**config.mk**
```make
export PLATFORM = sky130hd
export DESIGN_NAME = fifo_pair_sram_writer
export DESIGN_NICKNAME = d
export VERILOG_FILES = /design/src/rtl/arb_pkg.sv /design/src/rtl/rr_picker.sv /design/src/rtl/write_launch.sv /design/src/rtl/data_delay.sv /design/src/rtl/fifo_pair_sram_writer.sv
export SDC_FILE = /design/constraint.sdc
export NUM_CORES = 1
export LEC_CHECK = 0
export CORE_AREA = 2 2 93 95
export DETAILED_ROUTE_END_ITERATION = 10
export DIE_AREA = 0 0 95 97
export PLACE_DENSITY = 0.7
export SLEW_MARGIN = 25
export SYNTH_ARGS = -nofsm -noshare
export SYNTH_HDL_FRONTEND = slang
export SYNTH_HIERARCHICAL = 1
export SYNTH_SLANG_ARGS = --single-unit
export TNS_END_PERCENT = 50
```
**constraint.sdc**
```tcl
create_clock -name clk -period 2.07 [get_ports clk]
set_input_delay 0.621 -clock clk [delete_from_list [all_inputs] [get_ports clk]]
set_output_delay 0.621 -clock clk [all_outputs]
set_load 0.02 [all_outputs]
```
**src/rtl/arb_pkg.sv**
```systemverilog
package arb_pkg;

  localparam int NSRC = 2;

  typedef enum logic {
    SRC_A = 1'b0,
    SRC_B = 1'b1
  } src_e;

  function automatic logic [NSRC-1:0] src_onehot(input src_e s);
    logic [NSRC-1:0] v;
    v = '0;
    v[s] = 1'b1;
    return v;
  endfunction

  function automatic src_e src_other(input src_e s);
    return (s == SRC_A) ? SRC_B : SRC_A;
  endfunction

endpackage

```
**src/rtl/rr_picker.sv**
```systemverilog
module rr_picker
  import arb_pkg::*;
(
  input  logic            clk,
  input  logic            rst,
  input  logic [NSRC-1:0] empty_i,
  output logic [NSRC-1:0] pop_o,
  output logic            grant_vld_o,
  output src_e            grant_src_o
);

  logic [NSRC-1:0] pop_q;
  logic [NSRC-1:0] elig;
  src_e            last_q;
  src_e            src_q;
  src_e            pick;
  logic            any_elig;

  // A source that is popping this cycle still shows a stale low empty flag.
  assign elig     = ~empty_i & ~pop_q;
  assign any_elig = |elig;

  always_comb begin
    if (&elig)        pick = src_other(last_q);
    else if (elig[1]) pick = SRC_B;
    else              pick = SRC_A;
  end

  always_ff @(posedge clk) begin
    if (rst) begin
      pop_q  <= '0;
      last_q <= SRC_B;
      src_q  <= SRC_A;
    end else begin
      pop_q <= any_elig ? src_onehot(pick) : '0;
      if (any_elig) begin
        src_q  <= pick;
        last_q <= pick;
      end
    end
  end

  assign pop_o       = pop_q;
  assign grant_vld_o = |pop_q;
  assign grant_src_o = src_q;


  one_pop_chk: assert property (@(posedge clk) disable iff (rst)
    $onehot0(pop_q));


  rr_turn_chk: assert property (@(posedge clk) disable iff (rst)
    (&elig) |=> (src_q != $past(last_q)));

  generate
    for (genvar k = 0; k < NSRC; k++) begin : g_src_chk

      no_empty_pop_chk: assert property (@(posedge clk) disable iff (rst)
        pop_q[k] |-> $past(!empty_i[k]));

      no_repop_chk: assert property (@(posedge clk) disable iff (rst)
        pop_q[k] |=> !pop_q[k]);
    end
  endgenerate

endmodule

```
**src/rtl/write_launch.sv**
```systemverilog
module write_launch
  import arb_pkg::*;
#(
  parameter int ADDR_W = 10,
  parameter int DATA_W = 16
) (
  input  logic              clk,
  input  logic              rst,
  input  logic              grant_vld_i,
  input  src_e              grant_src_i,
  input  logic [ADDR_W-1:0] a_addr_i,
  input  logic [DATA_W-1:0] a_data_i,
  input  logic [ADDR_W-1:0] b_addr_i,
  input  logic [DATA_W-1:0] b_data_i,
  output logic [ADDR_W-1:0] addr_o,
  output logic              we_o,
  output logic [DATA_W-1:0] data_o
);

  logic [ADDR_W-1:0] addr_q;
  logic [DATA_W-1:0] data_q;
  logic              we_q;

  // The popped word is the head the FIFO shows during the pop cycle.
  always_ff @(posedge clk) begin
    if (rst) begin
      we_q <= 1'b0;
    end else begin
      we_q <= grant_vld_i;
    end
  end

  always_ff @(posedge clk) begin
    if (grant_vld_i) begin
      addr_q <= (grant_src_i == SRC_B) ? b_addr_i : a_addr_i;
      data_q <= (grant_src_i == SRC_B) ? b_data_i : a_data_i;
    end
  end

  assign addr_o = addr_q;
  assign we_o   = we_q;
  assign data_o = data_q;


  we_follows_pop_chk: assert property (@(posedge clk) disable iff (rst)
    grant_vld_i |=> we_q);


  we_needs_pop_chk: assert property (@(posedge clk) disable iff (rst)
    we_q |-> $past(grant_vld_i));

endmodule

```
**src/rtl/data_delay.sv**
```systemverilog
module data_delay #(
  parameter int DATA_W = 16,
  parameter int LAG    = 2
) (
  input  logic              clk,
  input  logic              rst,
  input  logic              vld_i,
  input  logic [DATA_W-1:0] data_i,
  output logic              vld_o,
  output logic [DATA_W-1:0] data_o
);

  logic [LAG-1:0]    v_q;
  logic [DATA_W-1:0] d_q [LAG];

  generate
    for (genvar i = 0; i < LAG; i++) begin : g_stage
      if (i == 0) begin : g_head
        always_ff @(posedge clk) begin
          if (rst) v_q[0] <= 1'b0;
          else     v_q[0] <= vld_i;
        end
        always_ff @(posedge clk) begin
          if (vld_i) d_q[0] <= data_i;
        end
      end else begin : g_tail
        always_ff @(posedge clk) begin
          if (rst) v_q[i] <= 1'b0;
          else     v_q[i] <= v_q[i-1];
        end
        always_ff @(posedge clk) begin
          if (v_q[i-1]) d_q[i] <= d_q[i-1];
        end
      end
    end
  endgenerate

  assign vld_o  = v_q[LAG-1];
  assign data_o = d_q[LAG-1];

endmodule

```
**src/rtl/fifo_pair_sram_writer.sv**
```systemverilog
module fifo_pair_sram_writer
  import arb_pkg::*;
#(
  parameter int ADDR_W   = 10,
  parameter int DATA_W   = 16,
  parameter int DATA_LAG = 2
) (
  input  logic              clk,
  input  logic              rst,
  input  logic              a_empty,
  output logic              a_rd,
  input  logic [ADDR_W-1:0] a_addr,
  input  logic [DATA_W-1:0] a_data,
  input  logic              b_empty,
  output logic              b_rd,
  input  logic [ADDR_W-1:0] b_addr,
  input  logic [DATA_W-1:0] b_data,
  output logic [ADDR_W-1:0] sram_addr,
  output logic              sram_we,
  output logic [DATA_W-1:0] sram_wdata,
  output logic              sram_oe
);

  localparam int CNT_W = $clog2(DATA_LAG + 2) + 1;

  logic [NSRC-1:0]   pop;
  logic              grant_vld;
  src_e              grant_src;
  logic [DATA_W-1:0] launch_data;

  rr_picker u_pick (
    .clk         (clk),
    .rst         (rst),
    .empty_i     ({b_empty, a_empty}),
    .pop_o       (pop),
    .grant_vld_o (grant_vld),
    .grant_src_o (grant_src)
  );

  assign a_rd = pop[SRC_A];
  assign b_rd = pop[SRC_B];

  write_launch #(
    .ADDR_W (ADDR_W),
    .DATA_W (DATA_W)
  ) u_launch (
    .clk         (clk),
    .rst         (rst),
    .grant_vld_i (grant_vld),
    .grant_src_i (grant_src),
    .a_addr_i    (a_addr),
    .a_data_i    (a_data),
    .b_addr_i    (b_addr),
    .b_data_i    (b_data),
    .addr_o      (sram_addr),
    .we_o        (sram_we),
    .data_o      (launch_data)
  );

  data_delay #(
    .DATA_W (DATA_W),
    .LAG    (DATA_LAG)
  ) u_delay (
    .clk    (clk),
    .rst    (rst),
    .vld_i  (sram_we),
    .data_i (launch_data),
    .vld_o  (sram_oe),
    .data_o (sram_wdata)
  );

  // Writes whose address has gone out but whose data has not yet.
  logic [CNT_W-1:0] inflight_q;
  always_ff @(posedge clk) begin
    if (rst) inflight_q <= '0;
    else     inflight_q <= inflight_q + CNT_W'(sram_we) - CNT_W'(sram_oe);
  end


  inflight_bound_chk: assert property (@(posedge clk) disable iff (rst)
    inflight_q <= CNT_W'(DATA_LAG));


  oe_has_addr_chk: assert property (@(posedge clk) disable iff (rst)
    sram_oe |-> (inflight_q != '0));

endmodule

```
# Word level (Yosys, flattened, before mapping)
# Memory sizes are Yosys's and may differ from the RTL's.
# Cells that the tools add are included.
# totals
register_bits,33
ramBits,32
input_bits,56
memories,1
# op_classes
magnitude_cmp,2
n_mux,11
bitwise_logic,4
n_reduce_logical,5
# memory_table
name,depth,width,read_ports,rd_ports_with_merged_regs,wr,line_no,source
u_delay.d_q,2,16,2,0,2,data_delay.sv:14,logic [DATA_W-1:0] d_q [LAG];
# ops
cell,n
two-way mux 16 bit,1
two-way mux 10 bit,1
two-way mux 1 bit,8
OR reduction 2 bit,3
NOT 2 bit,2
bitwise AND 2 bit,1
"less-than comparator 1 x 2 -> 1 bit, second input constant",1
AND reduction 2 bit,1
demux 1 bit (select 1 bit),1
"greater-or-equal comparator 1 bit, second input constant",1
logical AND 1 bit,1
NOT 1 bit,1

# Logic depth before layout (Yosys ltp)
# depth
ltp_word,8
ltp_mapped,3
depth_no_buf,2

# Hierarchy
# Netlist, hierarchy kept.
# by_module_without_submodules
module,n_inst,cells_per_inst,area_per_inst_um2
write_launch,1,57,1226.2
data_delay,1,52,1133.6
rr_picker,1,15,150.1

# Least setup slack after synthesis
# OpenSTA, ideal clock, no wires.
# synth_path
path_type,register -> output
from,"register u_launch.we_q, in the netlist u_launch/we_o"
to,output port sram_we
arrival_ns,0.755
required_time_ns,1.449
path_slack_ns,0.694
stages_incl_launch_ff,1
path_buffers,0
cell_sequence,dfxtp_1
# synth_rtl
item,line_no,source
from (decl),write_launch.sv:22,logic we_q;
from (signal assigned),write_launch.sv:29,we_q <= grant_vld_i;
to (decl),fifo_pair_sram_writer.sv:19,"output logic sram_we,"
# No word-level cell between the ends.

# Worst setup path in the final report
# layout_path
from,"register u_pick.pop_q[1], in the netlist u_pick/pop_o[1]"
to,output port b_rd
# layout_rtl
item,line_no,source
from (decl),rr_picker.sv:12,logic [NSRC-1:0] pop_q;
from (signal assigned),rr_picker.sv:35,pop_q <= any_elig ? src_onehot(pick) : '0;
to (decl),fifo_pair_sram_writer.sv:15,"output logic b_rd,"
# No word-level cell between the ends.

==> qor.csv <==
stage,metric,value,unit
timing,Max Slew Vio Count,0,
drt,DR vias/cell,4.03,
die,Initial Utilization,30.9,%
drt,Vias,1261,
setup_path,slowest CP cell,clkdlybuf4s50_1,
logic_synthesis,post-synth cell types,18,
placed_design,HPWL after DPL,2980,um
placed_design,RePlAce Congestion,0.814,
logic_synthesis,number of synthesized flops with an enable pin,58,
setup_path,worst reg2reg path endpoint,u_launch/addr_o[9],
setup_path,CP top delay family,buffers and inverters,
drt,drt wl/cell,13.1,um
logic_synthesis,post-synthesis instance total,124,
timing,Worst-Margin Slew,0.761,ns
hold_path,worst min-delay path class,flip-flop to flip-flop,
clock_network,post-CTS resize count,0,
setup_path,worst path cell trace,clkdlybuf4s50_1,
die,die width,95,um
setup_path,Worst EP required,1.45,ns
setup_path,R2R depth,2,
timing,Slew Limit Headroom,49.2,%
layout,ANT cells,0,
clock_network,clock-pin slew on the worst setup and hold paths,0.07,ns
clock_network,cts hold-fix bufs,0,
logic_synthesis,Synth Flop Type,edfxtp_1,
timing,final setup vio count,0,
clock_network,H-tree levels,3,
clock_network,postcts setup bufs,0,
layout,area delta synth->final,41.3,%
timing,RSZ-0062 raised after global routing,no,
die,die height,97,um
timing,final setup margin,0.123,ns
clock_network,clk buf depth,2,
clock_network,CTS tree,yes,
power,worst vdd ir,0.000392,V
setup_path,crit-path max FO,4,
logic_synthesis,Ys Warns,6,
grt,Overflow after GRT,0,
timing,post-route setup TNS,0,ns
clock_network,CTS buffer count,9,
setup_path,crit end category,output pin,
die,core area,0.00813,mm2
logic_synthesis,cell area after synthesis,0.00251,mm2
power,Tot Pwr,2.95,mW
die,I/O Pins,86,
placed_design,dpl ws,0.332,ns
setup_path,worst r2r src,u_pick/grant_src_o,
logic_synthesis,Synth top area share,69.4,%
drt,drt first-iter violations,62,
layout,Layout Utilization,43.6,%
setup_path,Crit path largest cell delay,0.62,ns
setup_path,critical path arrival,1.33,ns
logic_synthesis,Mapped Avg Cell Area,20.2,um2
drt,drt drc,0,
timing,final worst-path cycle share,94.1,%
drt,TritonRoute pass-1 iters,4,
layout,fillers,730,
die,die area,0.00922,mm2
logic_synthesis,"Net Count, Synth",180,
timing,Tmin final,1.95,ns
timing,skew final,0.00555,ns
run_status,run status,completed,
power,P per Cell Area,831,mW/mm2
timing,Final Hold Viols,0,
setup_path,CP Class,flip-flop to output pin,
logic_synthesis,Post-synth ARST share,0,%
logic_synthesis,post-synth top area cell,edfxtp_1,
die,Rows,33,
logic_synthesis,Area contributors post-synth,"edfxtp_1, mux2_4, dfxtp_1",
setup_path,CP startpoint kind,flip-flop,
flow_run,Max-Cap Viols,0,
drt,antenna-violating nets left,0,
power,Lkg Pwr,1.25,nW
drt,total wire length,4100,um
grt,vias in the first global route,1345,
timing,f_max,513,MHz
hold_path,WHS Path Cells,0,
clock_network,Clock Latency Late Sink,0.32,ns
layout,Layout Nets,259,
logic_synthesis,sequential fraction of the synthesis area,75.0,%
hold_path,hold wc startpoint,u_launch/data_o[6],
grt,initial antenna violation count,0,
grt,largest net degree at the start of global routing,28,
clock_network,sink count of the clock tree,65,
setup_path,WP buf/inv,1,
grt,first-pass GRT wire length,6470,um
layout,"most common cell after layout, fill and taps aside",clkdlybuf4s50_1,
logic_synthesis,"FF+latch count, synth",65,
placed_design,port buffer count,85,
grt,GRT Overall Usage,9.65,%
layout,"commonest cells after routing, fill and taps aside","clkdlybuf4s50_1, edfxtp_1, mux2_4",
layout,layout cells sized above 1,21.6,%
setup_path,R2R setup slack,0.65,ns
hold_path,Hold Path End,u_delay/d_q[0][6],
clock_network,clk root buf,clkbuf_8,
[how the worst max path moves through the flow]
stage | slack (ns) | depth (start not counted) | from | endpoint
6_report | 0.12 | 1 | u_pick/pop_o[1] | b_rd
5_1_grt | 0.05 | 1 | u_pick/pop_o[1] | b_rd
4_1_cts | 0.05 | 1 | u_pick/pop_o[0] | a_rd
3_5_place_dp | 0.33 | 3 | rst | u_pick/grant_src_o
3_3_place_gp | 0.39 | 3 | rst | u_pick/grant_src_o
2_1_floorplan | 0.69 | 0 | u_launch/we_o | sram_we
[cells in the mapped netlist, drive strengths merged, types with 2 or more instances]
| master | count |
|---|---|
| edfxtp | 58 |
| mux2 | 26 |
| buf | 19 |
| dfxtp | 7 |
| nor2b | 3 |
| nor2 | 2 |
[sequential cells by signal, summed over array words and instances (netlist names)]
signal,cells
u_launch/data_o,16
u_pick/pop_o,2
u_pick/last_q,1
u_launch/addr_o,10
u_delay/v_q,1
u_launch/we_o,1
u_pick/grant_src_o,1
u_delay/vld_o,1
u_delay/d_q,32
[final cells by class]
cell class	instances	area, um2	share of cell area, %
sequential	65	1880	53.1
timing repair buffer	87	881	24.8
multi-input combinational	39	453	12.8
clock buffer	11	141	3.99
tap	105	131	3.70
clock inverter	5	55.1	1.55
inverter	1	3.75	0.106
[worst reg2reg max path: cells and delay by family (launching register included)]
family   cells  cell delay, ns
buf+inv      1            0.25
flops        1            0.57
mux          1            0.36
[per-layer routing]
layer	up-vias	part of all wire, %	track usage, %
met2	57	53	16.0
met1	582	36	9.59
met4	0	3.0	6.80
li1	611	-	-
met5	-	0	0
met3	11	8.4	3.97
[per-stage QoR]
stage / cells / hold slack (ns) / cell area [um2]
final: 313 / 0.419 / 3550
after CTS: 313 / 0.420 / 3540
after floorplan: 124 / 0.400 / 2510
after detailed placement: 297 / 0.405 / 3350
after global routing: 313 / 0.426 / 3550
after global placement: 297 / 0.401 / 3350
[cells by family (layout without fill, tap and decap cells)]
group / count (synthesis) / count (layout) / synth area share (%)
compound gates: 2 / 2 / 0.548
buf+inv: 20 / 104 / 6.98
flops: 65 / 65 / 75.0
simple gates: 11 / 11 / 2.84
mux: 26 / 26 / 14.7
[power breakdown]
group / total, mW / switching, mW / internal [mW]
logic: 0.350 / 0.127 / 0.223
clock network: 1.03 / 0.450 / 0.585
registers: 1.56 / 0.0320 / 1.53
total: 2.95 / 0.608 / 2.34
Power figures use the tool's default switching activity.
